==> src/rtl/usb_irq_pkg.sv <==
package usb_irq_pkg;
    localparam int DW      = 32;
    localparam int AW      = 4;
    localparam int NFIFO   = 4;
    localparam int NGRP    = 4;
    localparam int NSRC    = 3;
    localparam int CX_W    = 6;
    localparam int G1_W    = 16 + NFIFO;
    localparam int G2_W    = 11;
    localparam int AUX_W   = 4;
    localparam int OTG_W   = 13;
    localparam int BEVT_W  = 9;

    localparam logic [CX_W-1:0]  CX_STICKY  = 6'b10_0000;
    localparam logic [G2_W-1:0]  G2_STICKY  = 11'h1FF;

    localparam logic [AW-1:0] A_CX_STS  = 4'd0;
    localparam logic [AW-1:0] A_CX_MSK  = 4'd1;
    localparam logic [AW-1:0] A_FF_STS  = 4'd2;
    localparam logic [AW-1:0] A_FF_MSK  = 4'd3;
    localparam logic [AW-1:0] A_BE_STS  = 4'd4;
    localparam logic [AW-1:0] A_BE_MSK  = 4'd5;
    localparam logic [AW-1:0] A_AX_STS  = 4'd6;
    localparam logic [AW-1:0] A_AX_MSK  = 4'd7;
    localparam logic [AW-1:0] A_SUMMARY = 4'd8;
    localparam logic [AW-1:0] A_GATE    = 4'd9;
    localparam logic [AW-1:0] A_OTG_STS = 4'd10;
    localparam logic [AW-1:0] A_OTG_EN  = 4'd11;
    localparam logic [AW-1:0] A_GSTS    = 4'd12;
    localparam logic [AW-1:0] A_GCTL    = 4'd13;
endpackage

==> src/rtl/usb_irq_group.sv <==
module usb_irq_group #(
    parameter int            W         = 8,
    parameter logic [W-1:0]  STICKY    = '0,
    parameter bit            MSK_IS_EN = 1'b0
) (
    input  logic         clk,
    input  logic         rst_n,
    input  logic [W-1:0] set_i,
    input  logic [W-1:0] live_i,
    input  logic         sts_wr_i,
    input  logic         msk_wr_i,
    input  logic [W-1:0] wdata_i,
    output logic [W-1:0] sts_o,
    output logic [W-1:0] msk_o,
    output logic         pend_o
);
    typedef struct packed {
        logic [W-1:0] sts;
        logic [W-1:0] msk;
    } grp_st_t;

    grp_st_t st_d, st_q;

    always_comb begin
        st_d = st_q;
        if (sts_wr_i) begin
            st_d.sts = st_q.sts & ~wdata_i;
        end
        st_d.sts = (st_d.sts | set_i) & STICKY;
        if (msk_wr_i) begin
            st_d.msk = wdata_i;
        end
    end

    always_ff @(posedge clk or negedge rst_n) begin
        if (!rst_n) begin
            st_q <= '0;
        end else begin
            st_q <= st_d;
        end
    end

    assign sts_o = (st_q.sts & STICKY) | (live_i & ~STICKY);
    assign msk_o = st_q.msk;

    generate
        if (MSK_IS_EN) begin : g_enable
            assign pend_o = |(sts_o & st_q.msk);
        end else begin : g_disable
            assign pend_o = |(sts_o & ~st_q.msk);
        end
    endgenerate

    // a pulse always leaves its bit set, whatever the write did
    p_set_wins_r6: assert property (@(posedge clk) disable iff (!rst_n)
        (|(set_i & STICKY)) |=>
        ((st_q.sts & $past(set_i & STICKY)) == $past(set_i & STICKY)));

    // without a status write no sticky bit falls
    p_sticky_hold_r5: assert property (@(posedge clk) disable iff (!rst_n)
        (!sts_wr_i) |=> (($past(st_q.sts) & ~st_q.sts) == '0));

    // mask only changes on its own write
    p_mask_keep_r7: assert property (@(posedge clk) disable iff (!rst_n)
        (!msk_wr_i) |=> $stable(st_q.msk));
endmodule

==> src/rtl/usb_irq_merge.sv <==
module usb_irq_merge #(
    parameter int NG = 4,
    parameter int NS = 3
) (
    input  logic          clk,
    input  logic          rst_n,
    input  logic [NG-1:0] grp_pend_i,
    input  logic          otg_pend_i,
    input  logic          host_i,
    input  logic          gate_wr_i,
    input  logic          ctl_wr_i,
    input  logic [NG-1:0] gate_wdata_i,
    input  logic [NS:0]   ctl_wdata_i,
    output logic [NG-1:0] summary_o,
    output logic [NG-1:0] gate_o,
    output logic [NS-1:0] gsts_o,
    output logic [NS:0]   ctl_o,
    output logic          irq_o
);
    typedef struct packed {
        logic [NG-1:0] gate;
        logic [NS:0]   ctl;
        logic          irq;
    } mrg_st_t;

    mrg_st_t st_d, st_q;
    logic    dev_src;
    logic    active;

    assign summary_o = grp_pend_i;
    assign dev_src   = |(grp_pend_i & ~st_q.gate);
    assign gsts_o    = {host_i, otg_pend_i, dev_src};
    assign active    = |(gsts_o & ~st_q.ctl[NS-1:0]);

    always_comb begin
        st_d = st_q;
        if (gate_wr_i) st_d.gate = gate_wdata_i;
        if (ctl_wr_i)  st_d.ctl  = ctl_wdata_i;
        st_d.irq = st_q.ctl[NS] ? active : ~active;
    end

    always_ff @(posedge clk or negedge rst_n) begin
        if (!rst_n) begin
            st_q <= '{gate: '0, ctl: '0, irq: 1'b1};
        end else begin
            st_q <= st_d;
        end
    end

    assign gate_o = st_q.gate;
    assign ctl_o  = st_q.ctl;
    assign irq_o  = st_q.irq;

    // control register holds between its writes
    p_ctl_keep_r10: assert property (@(posedge clk) disable iff (!rst_n)
        (!ctl_wr_i) |=> $stable(st_q.ctl));

    // with every contributor frozen, the line is frozen one cycle on
    p_irq_registered_r11: assert property (@(posedge clk) disable iff (!rst_n)
        ($past(rst_n) && $stable(grp_pend_i) && $stable(otg_pend_i) &&
         $stable(host_i) && $stable(st_q.gate) && $stable(st_q.ctl))
        |=> $stable(irq_o));
endmodule

==> src/rtl/usb_irq_hub.sv <==
module usb_irq_hub
    import usb_irq_pkg::*;
(
    input  logic              clk,
    input  logic              rst_n,
    input  logic              bus_we,
    input  logic [AW-1:0]     bus_addr,
    input  logic [DW-1:0]     bus_wdata,
    output logic [DW-1:0]     bus_rdata,
    input  logic [CX_W-2:0]   cx_live,
    input  logic              cx_abort,
    input  logic [NFIFO-1:0]  fifo_out_live,
    input  logic [NFIFO-1:0]  fifo_short_live,
    input  logic [NFIFO-1:0]  fifo_in_live,
    input  logic [BEVT_W-1:0] bus_evt,
    input  logic              idle_live,
    input  logic              vbus_wake_live,
    input  logic [AUX_W-1:0]  aux_evt,
    input  logic [OTG_W-1:0]  otg_evt,
    input  logic              host_live,
    output logic              irq_o
);
    logic [CX_W-1:0]  cx_sts, cx_msk;
    logic [G1_W-1:0]  ff_sts, ff_msk, ff_live;
    logic [G2_W-1:0]  be_sts, be_msk;
    logic [AUX_W-1:0] ax_sts, ax_msk;
    logic [OTG_W-1:0] otg_sts, otg_en;
    logic [NGRP-1:0]  grp_pend, summary, gate;
    logic [NSRC-1:0]  gsts;
    logic [NSRC:0]    gctl;
    logic             otg_pend;
    logic             unused_wbits;

    assign unused_wbits = ^bus_wdata[DW-1:G1_W];

    function automatic logic hit(input logic [AW-1:0] a);
        return bus_we && (bus_addr == a);
    endfunction

    always_comb begin
        ff_live = '0;
        for (int n = 0; n < NFIFO; n++) begin
            ff_live[2*n]    = fifo_out_live[n];
            ff_live[2*n+1]  = fifo_short_live[n];
            ff_live[16+n]   = fifo_in_live[n];
        end
    end

    usb_irq_group #(.W(CX_W), .STICKY(CX_STICKY), .MSK_IS_EN(1'b0)) u_cx (
        .clk(clk), .rst_n(rst_n),
        .set_i({cx_abort, {(CX_W-1){1'b0}}}), .live_i({1'b0, cx_live}),
        .sts_wr_i(hit(A_CX_STS)), .msk_wr_i(hit(A_CX_MSK)),
        .wdata_i(bus_wdata[CX_W-1:0]),
        .sts_o(cx_sts), .msk_o(cx_msk), .pend_o(grp_pend[0]));

    usb_irq_group #(.W(G1_W), .STICKY('0), .MSK_IS_EN(1'b0)) u_ff (
        .clk(clk), .rst_n(rst_n),
        .set_i('0), .live_i(ff_live),
        .sts_wr_i(hit(A_FF_STS)), .msk_wr_i(hit(A_FF_MSK)),
        .wdata_i(bus_wdata[G1_W-1:0]),
        .sts_o(ff_sts), .msk_o(ff_msk), .pend_o(grp_pend[1]));

    usb_irq_group #(.W(G2_W), .STICKY(G2_STICKY), .MSK_IS_EN(1'b0)) u_be (
        .clk(clk), .rst_n(rst_n),
        .set_i({2'b00, bus_evt}),
        .live_i({vbus_wake_live, idle_live, {BEVT_W{1'b0}}}),
        .sts_wr_i(hit(A_BE_STS)), .msk_wr_i(hit(A_BE_MSK)),
        .wdata_i(bus_wdata[G2_W-1:0]),
        .sts_o(be_sts), .msk_o(be_msk), .pend_o(grp_pend[2]));

    usb_irq_group #(.W(AUX_W), .STICKY({AUX_W{1'b1}}), .MSK_IS_EN(1'b0)) u_ax (
        .clk(clk), .rst_n(rst_n),
        .set_i(aux_evt), .live_i('0),
        .sts_wr_i(hit(A_AX_STS)), .msk_wr_i(hit(A_AX_MSK)),
        .wdata_i(bus_wdata[AUX_W-1:0]),
        .sts_o(ax_sts), .msk_o(ax_msk), .pend_o(grp_pend[3]));

    usb_irq_group #(.W(OTG_W), .STICKY({OTG_W{1'b1}}), .MSK_IS_EN(1'b1)) u_otg (
        .clk(clk), .rst_n(rst_n),
        .set_i(otg_evt), .live_i('0),
        .sts_wr_i(hit(A_OTG_STS)), .msk_wr_i(hit(A_OTG_EN)),
        .wdata_i(bus_wdata[OTG_W-1:0]),
        .sts_o(otg_sts), .msk_o(otg_en), .pend_o(otg_pend));

    usb_irq_merge #(.NG(NGRP), .NS(NSRC)) u_merge (
        .clk(clk), .rst_n(rst_n),
        .grp_pend_i(grp_pend), .otg_pend_i(otg_pend), .host_i(host_live),
        .gate_wr_i(hit(A_GATE)), .ctl_wr_i(hit(A_GCTL)),
        .gate_wdata_i(bus_wdata[NGRP-1:0]), .ctl_wdata_i(bus_wdata[NSRC:0]),
        .summary_o(summary), .gate_o(gate), .gsts_o(gsts), .ctl_o(gctl),
        .irq_o(irq_o));

    always_comb begin
        bus_rdata = '0;
        case (bus_addr)
            A_CX_STS:  bus_rdata[CX_W-1:0]  = cx_sts;
            A_CX_MSK:  bus_rdata[CX_W-1:0]  = cx_msk;
            A_FF_STS:  bus_rdata[G1_W-1:0]  = ff_sts;
            A_FF_MSK:  bus_rdata[G1_W-1:0]  = ff_msk;
            A_BE_STS:  bus_rdata[G2_W-1:0]  = be_sts;
            A_BE_MSK:  bus_rdata[G2_W-1:0]  = be_msk;
            A_AX_STS:  bus_rdata[AUX_W-1:0] = ax_sts;
            A_AX_MSK:  bus_rdata[AUX_W-1:0] = ax_msk;
            A_SUMMARY: bus_rdata[NGRP-1:0]  = summary;
            A_GATE:    bus_rdata[NGRP-1:0]  = gate;
            A_OTG_STS: bus_rdata[OTG_W-1:0] = otg_sts;
            A_OTG_EN:  bus_rdata[OTG_W-1:0] = otg_en;
            A_GSTS:    bus_rdata[NSRC-1:0]  = gsts;
            A_GCTL:    bus_rdata[NSRC:0]    = gctl;
            default:   bus_rdata = '0;
        endcase
    end
endmodule

==> config.mk <==
export PLATFORM = sky130hd
export DESIGN_NAME = usb_irq_hub
export DESIGN_NICKNAME = d
export VERILOG_FILES = /design/src/rtl/usb_irq_pkg.sv /design/src/rtl/usb_irq_group.sv /design/src/rtl/usb_irq_merge.sv /design/src/rtl/usb_irq_hub.sv
export SDC_FILE = /design/constraint.sdc
export NUM_CORES = 1
export LEC_CHECK = 0
export BUFFER_PORTS_ARGS = -buffer_cell sky130_fd_sc_hd__buf_2
export CAP_MARGIN = 20
export CORE_MARGIN = 10
export CORE_UTILIZATION = 54
export CTS_CLUSTER_DIAMETER = 150
export DETAILED_ROUTE_END_ITERATION = 16
export GPL_ROUTABILITY_DRIVEN = 0
export MAX_ROUTING_LAYER = met4
export PLACE_DENSITY = 0.81
export SETUP_SLACK_MARGIN = 0.5
export SYNTH_ARGS = -nofsm -noshare
export SYNTH_HDL_FRONTEND = slang
export SYNTH_SLANG_ARGS = --single-unit
export TNS_END_PERCENT = 1
==> constraint.sdc <==
create_clock -name clk -period 1.86 [get_ports clk]
set_clock_uncertainty 0.05 [all_clocks]
set_input_delay 0 -clock clk [delete_from_list [all_inputs] [get_ports clk]]
set_output_delay 0 -clock clk [all_outputs]
set_load 0.01 [all_outputs]
-- Word-level counts from Yosys, hierarchy flattened
Cells that the tools add are included.
- register bits: 90
- bits of input ports: 86
- output and inout port bits: 33
- logic and storage cells: 83
- equality and inequality tests: 13
- mux-type cells: 11
- bitwise operators: 28
- reduce and logical (&&, ||, !) cells: 19
- operators by type and width (cell ; count):
    $pmux W3 S14 ; 1
    $pmux W5 S6 ; 1
    $and A13 B13 Y13 ; 2
    $eq A4 B4 Y1 const B ; 6
    $and A20 B20 Y20 ; 1
    $not A20 Y20 ; 1
    $reduce_or A20 Y1 ; 1
    $eq A4 B3 Y1 const B ; 4
    $pmux W2 S8 ; 1
    $pmux W7 S2 ; 1
    $mux W13 ; 1
    $not A13 Y13 ; 1
    $or A13 B13 Y13 ; 1
    $pmux W1 S13 ; 1
    $reduce_or A13 Y1 ; 1
    $and A4 B4 Y4 ; 3
    $and A6 B6 Y6 ; 2
    $not A4 Y4 ; 3
    $not A6 Y6 ; 2
    $and A11 B11 Y11 ; 1
    $logic_and A1 B1 Y1 ; 11
    $not A11 Y11 ; 1
    $or A9 B11 Y11 ; 1
    $reduce_or A11 Y1 ; 1
    other kinds (20) ; 22

-- Logic depth before layout (Yosys ltp)
Gate-level depths: netlist of the first run.
- depth in word-level cells: 9
- gate-level depth with buffers: 8
- depth with buffers taken out: 6

-- Cells and area by module
A second synthesis of the first run with hierarchy kept.
- cells, all modules: 509
- area, all modules: 5357.6 um2
- modules (own cells, without submodules) (module ; times used ; cells an instance ; area an instance (um2) ; sequential area each (um2)):
    usb_irq_hub ; 1 ; 173 ; 1360.1 ; 0.0
    usb_irq_group (u_ff) ; 1 ; 100 ; 1036.0 ; 500.5
    usb_irq_group (u_otg) ; 1 ; 75 ; 1017.2 ; 650.6
    usb_irq_group (u_be) ; 1 ; 70 ; 839.6 ; 500.5
    usb_irq_merge ; 1 ; 35 ; 432.9 ; 226.5
    usb_irq_group (u_cx) ; 1 ; 31 ; 350.3 ; 175.2
    usb_irq_group (u_ax) ; 1 ; 25 ; 321.6 ; 200.2

-- Worst setup path after synthesis of the first run
No wires, ideal clock.
- path kind: register -> output
- from: reg u_otg.st_q, in the netlist u_otg.msk_o[0]
- to: out bus_rdata[1]
- arrival: 1.565 ns
- required time: 1.810 ns
- slack: 0.245 ns
- stages on the path, launching flop included: 6
- path buffers: 0
- path through: dfrtp_1 -> a222oi_1 -> nand3_1 -> nor2_1 -> o22ai_1 -> or4_1
- cells in the longest elaborated chain, start to end: 3
- ends and longest elaborated chain (item ; line ; source):
    start, declared ; usb_irq_group.sv:22 ; grp_st_t st_d, st_q;
    start signal, assigned ; usb_irq_group.sv:39 ; st_q <= st_d;
    $and A13 B13 Y13 ; usb_irq_group.sv:48 ; assign pend_o = |(sts_o & st_q.msk);
    $reduce_or A13 Y1 ; usb_irq_group.sv:48 ;
    $pmux W3 S14 ; usb_irq_hub.sv:95 ; case (bus_addr)
    end, declared ; usb_irq_hub.sv:9 ; output logic [DW-1:0] bus_rdata,
No other way between the ends.

-- Worst setup path after layout of the first run
- from: reg u_be.st_q[19] (netlist name)
- to: out bus_rdata[0]
- cells in the longest elaborated chain, start to end: 6
- ends and longest elaborated chain (item ; line ; source):
    start, declared ; usb_irq_group.sv:22 ;
    start signal, assigned ; usb_irq_group.sv:39 ;
    $or A9 B11 Y11 ; usb_irq_group.sv:43 ; assign sts_o = (st_q.sts & STICKY) | (live_i & ~STICKY);
    $and A11 B11 Y11 ; usb_irq_group.sv:50 ; assign pend_o = |(sts_o & ~st_q.msk);
    $reduce_or A11 Y1 ; usb_irq_group.sv:50 ;
    $and A4 B4 Y4 ; usb_irq_merge.sv:31 ; assign dev_src = |(grp_pend_i & ~st_q.gate);
    $reduce_or A4 Y1 ; usb_irq_merge.sv:31 ;
    $pmux W3 S14 ; usb_irq_hub.sv:95 ;
No other way between the ends.

==> results of run 1 <==
-- registers in the layout, summed over array words and instances (netlist names) --
| name | flops |
|---|---|
| u_ax.msk_o | 4 |
| u_ax.sts_o | 4 |
| u_be.msk_o | 11 |
| u_be.st_q | 9 |
| u_cx.msk_o | 6 |
| u_cx.st_q | 1 |
| u_ff.msk_o | 20 |
| u_merge.ctl_o | 4 |
| u_merge.gate_o | 4 |
| u_merge.irq_o | 1 |
| u_otg.msk_o | 13 |
| u_otg.sts_o | 13 |
-- layout make-up --
cell class	count	area, um^2	share of cell area
Timing Repair Buffer	179	1310	0.205
Multi-Input combinational cell	320	2400	0.376
Tap cell	108	135	0.0212
Inverter	19	71.3	0.0112
Antenna cell	1	2.50	0.000392
Clock buffer	9	124	0.0194
Clock inverter	7	85.1	0.0133
Sequential cell	90	2250	0.353
-- timing repair --
item,4_1_cts,5_1_grt
buffers inserted,9,0
gates resized for setup,19,18
endpoints found under the hold margin,155,0
hold buffers,49,0
endpoints found under the setup margin,14,41
pin swaps,22,14
-- logic make-up (layout without fill, tap and decap cells) --
| kind of cell | Yosys count | after routing |
|---|---|---|
| DFF | 90 | 90 |
| buffers and inverters | 53 | 214 |
| muxes | 65 | 65 |
| AOI/OAI and AO/OA | 110 | 110 |
| xor gates and xnor gates | 1 | 1 |
| and+or+nand+nor | 132 | 132 |
| other | 1 | 13 |
-- power by group through the flow --
stage	clock network, mW	logic, mW	registers (mW)
after CTS	1.46	1.17	2.54
final	1.46	1.22	2.56
after detailed placement	0	1.03	2.58
after floorplan	0	0.686	2.49
after global placement	0	0.999	2.56
after global routing	1.54	1.32	2.60
-- synthesized netlist by cell type, types with 5 or more instances --
library cell,instances,share of area
dfrtp_1,89,0.47
mux2_2,62,0.15
nand2_1,51,0.040
a21o_1,27,0.043
a22oi_1,20,0.032
inv_1,19,0.015
nor2_1,17,0.013
nand2b_1,14,0.018
buf_4,13,0.021
nor2b_1,12,0.016
nand3_1,11,0.012
clkbuf_1,10,0.0079
a22o_1,8,0.015
buf_2,8,0.0084
o21ai_0,8,0.0084
a21oi_1,7,0.0074
a222oi_1,7,0.015
and2_1,7,0.0092
nand4_1,5,0.0066
nor3_1,5,0.0053
o22ai_1,5,0.0066
-- per-stage QoR --
step	utilization	setup slack (ns)	area (um^2)
3_3_place_gp	0.631	0.0417	5450
5_1_grt	0.739	-0.478	6380
4_1_cts	0.729	-0.329	6300
3_5_place_dp	0.631	-0.00843	5450
2_1_floorplan	-	0.364	4800
6_report	0.739	-0.464	6380
-- critical path: stages, from the launching register on --
cell	delay, ns
dfrtp_1	0.43
nor2b_1	0.15
a2111oi_1	0.27
o2111ai_1	0.29
nor2_1	0.25
o221ai_1	0.15
a41o_1	0.23
buf_6	0.13
-- worst paths after layout --
kind | cells past startpoint | slack, ns | endpoint
min reg2reg | 1 | 0.43 | u_merge.irq_o
min in group clk | 3 | 0.02 | u_cx.st_q[11]
max reg2reg | 11 | -0.30 | u_merge.irq_o
min | 2 | 0.004 | u_ff.msk_o[18]
max | 7 | -0.46 | bus_rdata[0]
max in group asynchronous | 3 | 1.09 | u_otg.sts_o[2]
-- per-layer routing --
metal | up-vias | wire length [um] | track usage
met3 | 73 | 1690 | 0.0761
met1 | 2173 | 5950 | 0.282
met5 | - | 0 | -
met4 | 0 | 695 | 0.112
met2 | 322 | 7800 | 0.403
li1 | 1966 | - | -
==> summary.md, run 1 <==
| Metric | Value |
|---|---|
| Worst Path Required | 1.81 ns |
| Die area | ~0.013 mm^2 |
| Critical Path Fanout Max | 3 |
| Power per standard cell area | 822 mW/mm^2 |
| Clk buf depth | 2 |
| RSZ-0062 raised after global routing | yes |
| Switching pwr | roughly 1.6 mW |
| Synth Warn # | 0 |
| # port buffers | 94 |
| Via Count | 4534 |
| Reg clk slew, reported paths | 0.10 ns |
| Leak | between 2 and 3 nW |
| Post-Synth XOR/XNOR Area | 0.00184 |
| Yosys cell types | a little under 50 |
| Wirelength per Cell | 22.0 um |
| Sequential share of the synthesized area | 0.474 |
| Internal power | around 3.6 mW |
| CTS tree | yes |
| Setup TNS | -1.32 ns |
| Largest family of logic cells by synthesized area | compound AO/OA/AOI/OAI gates |
| IO Pins | 119 |
| Die Span X | ~110 um |
| Worst hold path class | in2async |
| Post-Synth Simple-Gate Area | 0.137 |
| Die height | 114 um |
| Adder-Cell Fraction of Synth Area | 0 |
| Clk_lat worst skew | 0.37 ns |
| Mapped cell area | 0.00476 mm^2 |
| Synth Area in Compound Gates | 0.178 |
| Fraction of layout cells with a size suffix above 1 | 0.370 |
| Vias in the first global route | 4733 |
| Clk pwr share | 0.278 |
| GRT overflow | 0 |
| Max Fclk | between 400 and 500 MHz |
| Synth async-reset ratio | 1.00 |
| Detailed Routing Iterations Pass 1 | 6 |
| First-pass GRT wire length | 25100 um |
| Status | finished, violations left |
| Syn-to-layout area delta | 34.1% |
| TritonCTS Buffers | 9 |
| Post-DP HPWL | 11000 um |
| Worst-Margin Slew | 0.501 ns |
| Clock Sinks | 90 |
| CP Launch Type | flop |
| Crit path arrival time | 2.27 ns |
| Fin nets | 705 |
| Main flop type after synthesis | dfrtp_1 |
| Setup ws final | -0.464 ns |
| Fin Hold WS | 0.00440 ns |
| # rows | 34 |
| Logic pwr share | 0.232 |
| Multiplexer area fraction after synthesis | 0.153 |
| All-layer global routing usage | 0.250 |
| Drt drc | 0 |
| Crit path kind | reg2out |
| Placed cell count | roughly 660 |
| Reg power frac | 0.489 |
| Yosys reg bits | 90 |
| Part of the cycle the worst path needs | 1.25 |
| Slew headroom | 0.666 |
| Critical path endpoint category | output port |
| DR iter-0 viols | between 400 and 500 |
| Final hold violations | 0 |
| Layout Cells excl Fill | 733 |
| H-tree levels | 3 |
| Initial Util | 0.551 |
| Clock root buffer | clkbuf_8 |
| Peak VDD IR | approximately 0.59 mV |
| Failing checks | negative setup slack |
| Number of fill cells | 586 |
| Max_cap viols | 0 |
| Core ar. | 0.00864 mm^2 |
| WL final | 16100 um |
| Final min period | around 2.3 ns |
| Crit path from | u_be.st_q[19] |
| Critical R2R Launch | u_otg.sts_o[0] |
| Total Power | 5.24 mW |
| Commonest non-fill, non-tap cell in the layout | dfrtp_1 |
| Synthesized area per cell | between 10 and 15 um^2 |
| Avg Vias per Cell | 6.19 |
| Initial antenna violation count | 1 |
| Final ANT Viol Nets | 0 |
| Commonest cells after routing, fill and taps aside | dfrtp_1 (89), buf_2 (87), mux2_2 (61) |
| Mapped Cells | between 400 and 500 |
| Max Slew Vio Count | 0 |
| Setup Viol. Count Final | 4 |
| Pin count of the biggest net entering global routing | 68 |
| Switching part of the total | 0.314 |
| Number of synthesized flops with an enable pin | 0 |
Note: power is estimated with default switching activity, not from simulation.
==> inputs of run 2 (changes only) <==
ABC_AREA = 1   (was default)
ABC_CLOCK_PERIOD_IN_PS = 1860   (was default)
CORE_UTILIZATION = 55   (was 54)
PLACE_DENSITY = 0.8   (was 0.81)
SYNTH_HIERARCHICAL = 1   (was default)
==> summary.md, run 2 <==
| Metric | Value |
|---|---|
| Worst-Margin Slew | 0.670 ns (+0.169 ns) |
| Part of the cycle the worst path needs | 1.07 (-0.181) |
| Crit path arrival time | 1.94 ns (-0.33 ns) |
| GRT overflow | 0 (unchanged) |
| Slew headroom | 0.550 (-0.116) |
| Syn-to-layout area delta | 22.9% |
| Critical path endpoint category | output port |
| Final instance area | 0.00681 mm^2 (+6.8%) |
| IO Pins | 119 (unchanged) |
| Crit path kind | reg2out |
| Setup Viol. Count Final | 2 (-2) |
| Max reg flops | 20 (unchanged) |
| Clk_lat worst skew | 0.38 ns (about the same) |
| RSZ-0062 raised after global routing | yes |
| Status | finished, violations left |
| Initial antenna violation count | 1 (unchanged) |
| # rows | 36 (+5.9%) |
| TritonCTS Buffers | 9 (unchanged) |
| Avg Vias per Cell | 5.31 (-14%) |
| Die height | 120 um (+5.7%) |
| Util after Layout | 0.694 (-0.0448) |
| WL final | 16700 um (+3.5%) |
| Mapped cell area | 0.00554 mm^2 (+17%) |
| Crit path cell chain | inv_1 > nand2_1 > nand2_1 > nor2_1 > nand2_1 > nor2_1 > nand2_1 > nand2_1 > nand4_1 > nand3_2 > nand2_1 > inv_1 > nand2_1 > nor2_2 > nand2_1 > buf_2 |
| Critical Path Fanout Max | 2 (-1) |
| Wirelength per Cell | 16.3 um (-26%) |
| Number of fill cells | 779 (+33%) |
| Vias in the first global route | 5429 (+15%) |
| CP Launch Type | flop |
| Clock Sinks | 90 (unchanged) |
| Fraction of layout cells with a size suffix above 1 | 0.219 (-0.151) |
| Clock root buffer | clkbuf_8 |
| CTS tree | yes |
| Drt drc | 0 (unchanged) |
| First-pass GRT wire length | 26800 um (+6.6%) |
| Peak VDD IR | 0.511 mV (-14%) |
| DP Area | 0.00594 mm^2 (+9.0%) |
| Reg clk slew, reported paths | 0.10 ns (about the same) |
| Leak | 3.42 nW (+20%) |
| Failing checks | negative setup slack |
| Fin nets | 975 (+38%) |
| Setup ws final | -0.127 ns (+0.337 ns) |
| Worst hold path class | in2async |
| Slowest Stage Delay on Critical Path | 0.36 ns (-0.07 ns) |
| Slowest cell on crit path | dfrtp_1 |
| Final hold violations | 0 (unchanged) |
| Max Fclk | 503 MHz (+17%) |
| Die area | 0.0145 mm^2 (+12%) |
| Detailed Routing Iterations Pass 1 | 6 (unchanged) |
| Core ar. | 0.00982 mm^2 (+14%) |
| Most used cell, CP | nand2_1 |
| Die Span X | 120 um (+5.7%) |
| Pin count of the biggest net entering global routing | 41 (-40%) |
| All-layer global routing usage | 0.233 (-0.0171) |
| Synth Warn # | 6 (+6) |
| Commonest non-fill, non-tap cell in the layout | nand2_1 |
| Power per standard cell area | 778 mW/mm^2 (-5.3%) |
| Worst Path Required | 1.81 ns (about the same) |
| Final ANT Viol Nets | 0 (unchanged) |
| H-tree levels | 3 (unchanged) |
| Clk buf depth | 2 (unchanged) |
| DR iter-0 viols | 655 (+34%) |
| Max_cap viols | 0 (unchanged) |
| Max Slew Vio Count | 0 (unchanged) |
| Post-DP HPWL | 11600 um (+5.6%) |
| Final min period | 1.99 ns (-0.337 ns) |
| Mapped Cells | 758 (+68%) |
| Initial Util | 0.565 (+0.0136) |
| # port buffers | 94 (unchanged) |
| Via Count | 5456 (+20%) |
| Commonest cells after routing, fill and taps aside | nand2_1 (264), buf_2 (89), dfrtp_1 (89) |
| Synthesized area per cell | 7.31 um^2 (-31%) |
## run 2: area by class of cell
class | count | area (um^2) | area share
inverter | 82 | 308 | 0.0452
timing repair buffer | 165 | 1180 | 0.174
sequential | 90 | 2250 | 0.331
clock inverter | 5 | 62.6 | 0.00918
antenna | 1 | 2.50 | 0.000367
clock buffer | 11 | 151 | 0.0222
tap | 133 | 166 | 0.0244
multi-input combinational | 541 | 2690 | 0.394
## run 2: where the power goes
group	switching, mW	internal (mW)	leakage, nW
Clock	0.751	0.699	0.102
Sequential	0.214	2.30	0.994
Combinational	0.794	0.548	2.32
Total	1.76	3.54	3.42
## run 2: worst max-delay path: cells and delay by family, from the launching register on
family / cells / cell delay, ns
buf+inv: 3 / 0.24
flops: 1 / 0.36
simple gates: 13 / 0.95
## run 2: path summary, 6_finish.rpt
kind | from | endpoint | slack [ns] | cells after the start
worst max-delay path | u_ff/msk_o[2] | bus_rdata[0] | -0.13 | 16
worst min-delay path | rst_n | u_be/msk_o[10] | 0.07 | 2
worst max register to register | u_ff/msk_o[2] | u_merge/irq_o | 0.39 | 13
worst min register to register | u_be/st_q[17] | u_be/st_q[17] | 0.46 | 1
max in group asynchronous | rst_n | u_cx/msk_o[3] | 1.06 | 3
min in group clk | bus_addr[1] | u_ax/sts_o[0] | 0.07 | 5
## run 2: per-stage QoR
step	hold slack, ns	total power, mW	setup WS [ns]	instances	setup TNS [ns]
after floorplan	-0.346	3.32	0.469	785	0
after global placement	-0.0515	3.63	0.314	960	0
after detailed placement	-0.0469	3.70	0.281	960	0
after CTS	0.0899	5.21	-0.103	1026	-0.103
after global routing	0.104	5.57	-0.373	1028	-0.605
final	0.0720	5.30	-0.127	1028	-0.134
## run 2: metal layers
metal	GRT usage	part of all wire	wire [um]	vias up
li1	-	-	-	2583
met3	0.0382	0.078	1310	34
met4	0.109	0.024	406	0
met1	0.285	0.42	6990	2546
met2	0.371	0.48	8010	293
met5	-	0	0	-
## run 2: repair_timing
action,in CTS,in global routing
setup endpoints to repair,14,14
gates resized for setup,22,25
pin swaps,32,30
hold endpoints to repair,175,0
hold buffers,50,0
buffers inserted,0,1
==> inputs of run 3 (changes only) <==
ABC_AREA = default   (was 1)
PLACE_DENSITY = 0.81   (was 0.8)
==> summary.md, run 3 <==
| Metric | Value |
|---|---|
| Wirelength per Cell | 20.1 um (+24%) |
| Slowest cell on crit path | a2111o_1 |
| Syn-to-layout area delta | 29.5% |
| DP Area | 0.00617 mm^2 (+3.9%) |
| Status | finished, violations left |
| Max_cap viols | 0 (unchanged) |
| # diodes | 0 (-1) |
| Via Count | 4869 (-11%) |
| WL final | 16800 um (+0.43%) |
| Detailed Routing Iterations Pass 1 | 5 (-1) |
| Number of fill cells | 642 (-18%) |
| Leak | 3.14 nW (-8.0%) |
| Setup TNS | -2.59 ns (-2.46 ns) |
| Failing checks | negative setup slack |
| Final ANT Viol Nets | 0 (unchanged) |
| Max Slew Vio Count | 0 (unchanged) |
| Crit path cell chain | and2b_2 > a2111oi_4 > nand4_1 > nor2b_1 > a2111o_1 > and3_1 > o21ai_1 > nand4_1 > buf_2 |
| Critical Path Fanout Max | 2 (unchanged) |
| Power per standard cell area | 760 mW/mm^2 (-2.4%) |
| Commonest cells after routing, fill and taps aside | buf_2 (91), dfrtp_1 (89), buf_4 (79) |
| Core ar. | 0.00937 mm^2 (-4.6%) |
| Hold Path Stages | 3 |
| Die height | 119 um (-1.5%) |
| Max Fclk | 384 MHz (-24%) |
| Most used cell, CP | nand4_1 |
| Reg2reg setup slack | -0.52 ns (-0.91 ns) |
| Min-delay src | bus_wdata[0] |
| All-layer global routing usage | 0.240 (+0.00700) |
| Critical path endpoint category | output port |
| Initial Util | 0.571 (+0.00643) |
| GRT overflow | 0 (unchanged) |
| RSZ-0062 raised after global routing | yes |
| # port buffers | 94 (unchanged) |
| CTS tree | yes |
| Reg clk slew, reported paths | 0.08 ns (-0.02 ns) |
| Clk_lat worst skew | 0.36 ns (-0.02 ns) |
| GRT met1 Usage | 0.287 (+0.00222) |
| Dpl ws | -0.312 ns (-0.593 ns) |
| Peak VDD IR | 0.609 mV (+19%) |
| Synth Warn # | 6 (unchanged) |
| # rows | 35 (-2.8%) |
| Post-DP HPWL | 12400 um (+6.8%) |
| DR iter-0 viols | 446 (-32%) |
| Worst Path Required | 1.81 ns (about the same) |
| Drt drc | 0 (unchanged) |
| Worst R2R Path Depth | 8 (-5) |
| Clock Sinks | 90 (unchanged) |
| Grt met3 use | 0.0533 (+0.0152) |
| Clk buf depth | 2 (unchanged) |
| Initial antenna violation count | 0 (-1) |
| Pin count of the biggest net entering global routing | 57 (+39%) |
| Crit path kind | reg2out |
| Mapped Cells | 508 (-33%) |
| TritonCTS Buffers | 9 (unchanged) |
| Avg Vias per Cell | 5.85 (+10%) |
| Setup Viol. Count Final | 5 (+3) |
| H-tree levels | 3 (unchanged) |
| Fraction of layout cells with a size suffix above 1 | 0.401 (+0.181) |
| First-pass GRT wire length | 26800 um (-0.10%) |
| Synthesized area per cell | 10.5 um^2 (+44%) |
| Slew headroom | 0.600 (+0.0501) |
| Critical R2R Launch | u_ff/msk_o[4] |
| Final instance area | 0.00693 mm^2 (+1.7%) |
| Die area | 0.0141 mm^2 (-2.9%) |
| Slowest Stage Delay on Critical Path | 0.41 ns (+0.05 ns) |
| Setup ws final | -0.743 ns (-0.616 ns) |
| Hold path endpoint | u_be/st_q[11] |
| CP Launch Type | flop |
| Final min period | 2.60 ns (+0.616 ns) |
| Reg-to-reg endpoint | u_merge/irq_o |
| Total Power | 5.27 mW (-0.69%) |
| Register area | 0.00225 mm^2 (unchanged) |
| Max reg flops | 20 (unchanged) |
| Multi-input gate area | 0.00259 mm^2 (-3.7%) |
| Util after Layout | 0.740 (+0.0457) |
| Part of the cycle the worst path needs | 1.40 (+0.331) |
| Vias in the first global route | 5179 (-4.6%) |
| Clock root buffer | clkbuf_8 |
| Worst hold path class | in2reg |
| Mapped cell area | 0.00535 mm^2 (-3.5%) |
| Final hold violations | 0 (unchanged) |
| Worst-Margin Slew | 0.596 ns (-0.0745 ns) |
| M2 GR Usage | 0.382 (+0.0103) |
| Fin nets | 787 (-19%) |
| Die Span X | 119 um (-1.5%) |
| IO Pins | 119 (unchanged) |
| GRT Max-Usage Layer | met2 |
| Crit path arrival time | 2.55 ns (+0.61 ns) |
| Commonest non-fill, non-tap cell in the layout | buf_2 |
[run 3: what timing repair did]
| item | CTS | global route |
|---|---|---|
| buffers inserted | 0 | 1 |
| hold endpoints to repair | 100 | 0 |
| gates resized for setup | 20 | 5 |
| hold buffers | 48 | 0 |
| pin swaps | 13 | 16 |
| setup endpoints to repair | 16 | 21 |
[run 3: through the flow]
step / hold WS [ns] / cells
finish: 0.0183 / 833
global route: 0.0209 / 833
CTS: 0.00743 / 832
detailed placement: -0.0493 / 770
global placement: -0.0592 / 770
floorplan: -0.346 / 535
[run 3: worst max-delay path: cells and delay by family, from the launching register on]
kind,cells,cell delay [ns]
AOI/OAI and AO/OA,3,0.83
and+or+nand+nor,5,0.86
buffers and inverters,1,0.16
DFF,1,0.35
[run 3: final cells by class]
cell class,count,share of cell area
clock inverters,4,0.00289
well taps,129,0.0233
multi-input cells,338,0.373
flip-flops and latches,90,0.325
inverters,35,0.0197
clock buffers,10,0.0199
repair buffers,227,0.236
[run 3: per-layer routing]
metal,wire length [um],up-vias
met1,6640,2330
met2,7910,321
met4,737,0
met5,0,-
li1,-,2148
met3,1490,70
[run 3: how the worst max path moves through the flow]
stage,start,to,slack (ns),cells past startpoint
floorplan,u_be/st_q[14],bus_rdata[0],-0.18,9
global placement,u_be/st_q[19],bus_rdata[0],-0.26,10
detailed placement,u_be/st_q[15],u_merge/irq_o,-0.31,8
CTS,u_be/st_q[19],bus_rdata[0],-0.70,10
global route,u_be/st_q[15],bus_rdata[0],-0.86,10
finish,u_ff/msk_o[4],bus_rdata[0],-0.74,9
[run 3: power by group]
group          internal (mW)  switching [mW]
Clock                  0.499           0.682
Combinational          0.854           0.699
Sequential              2.29           0.241
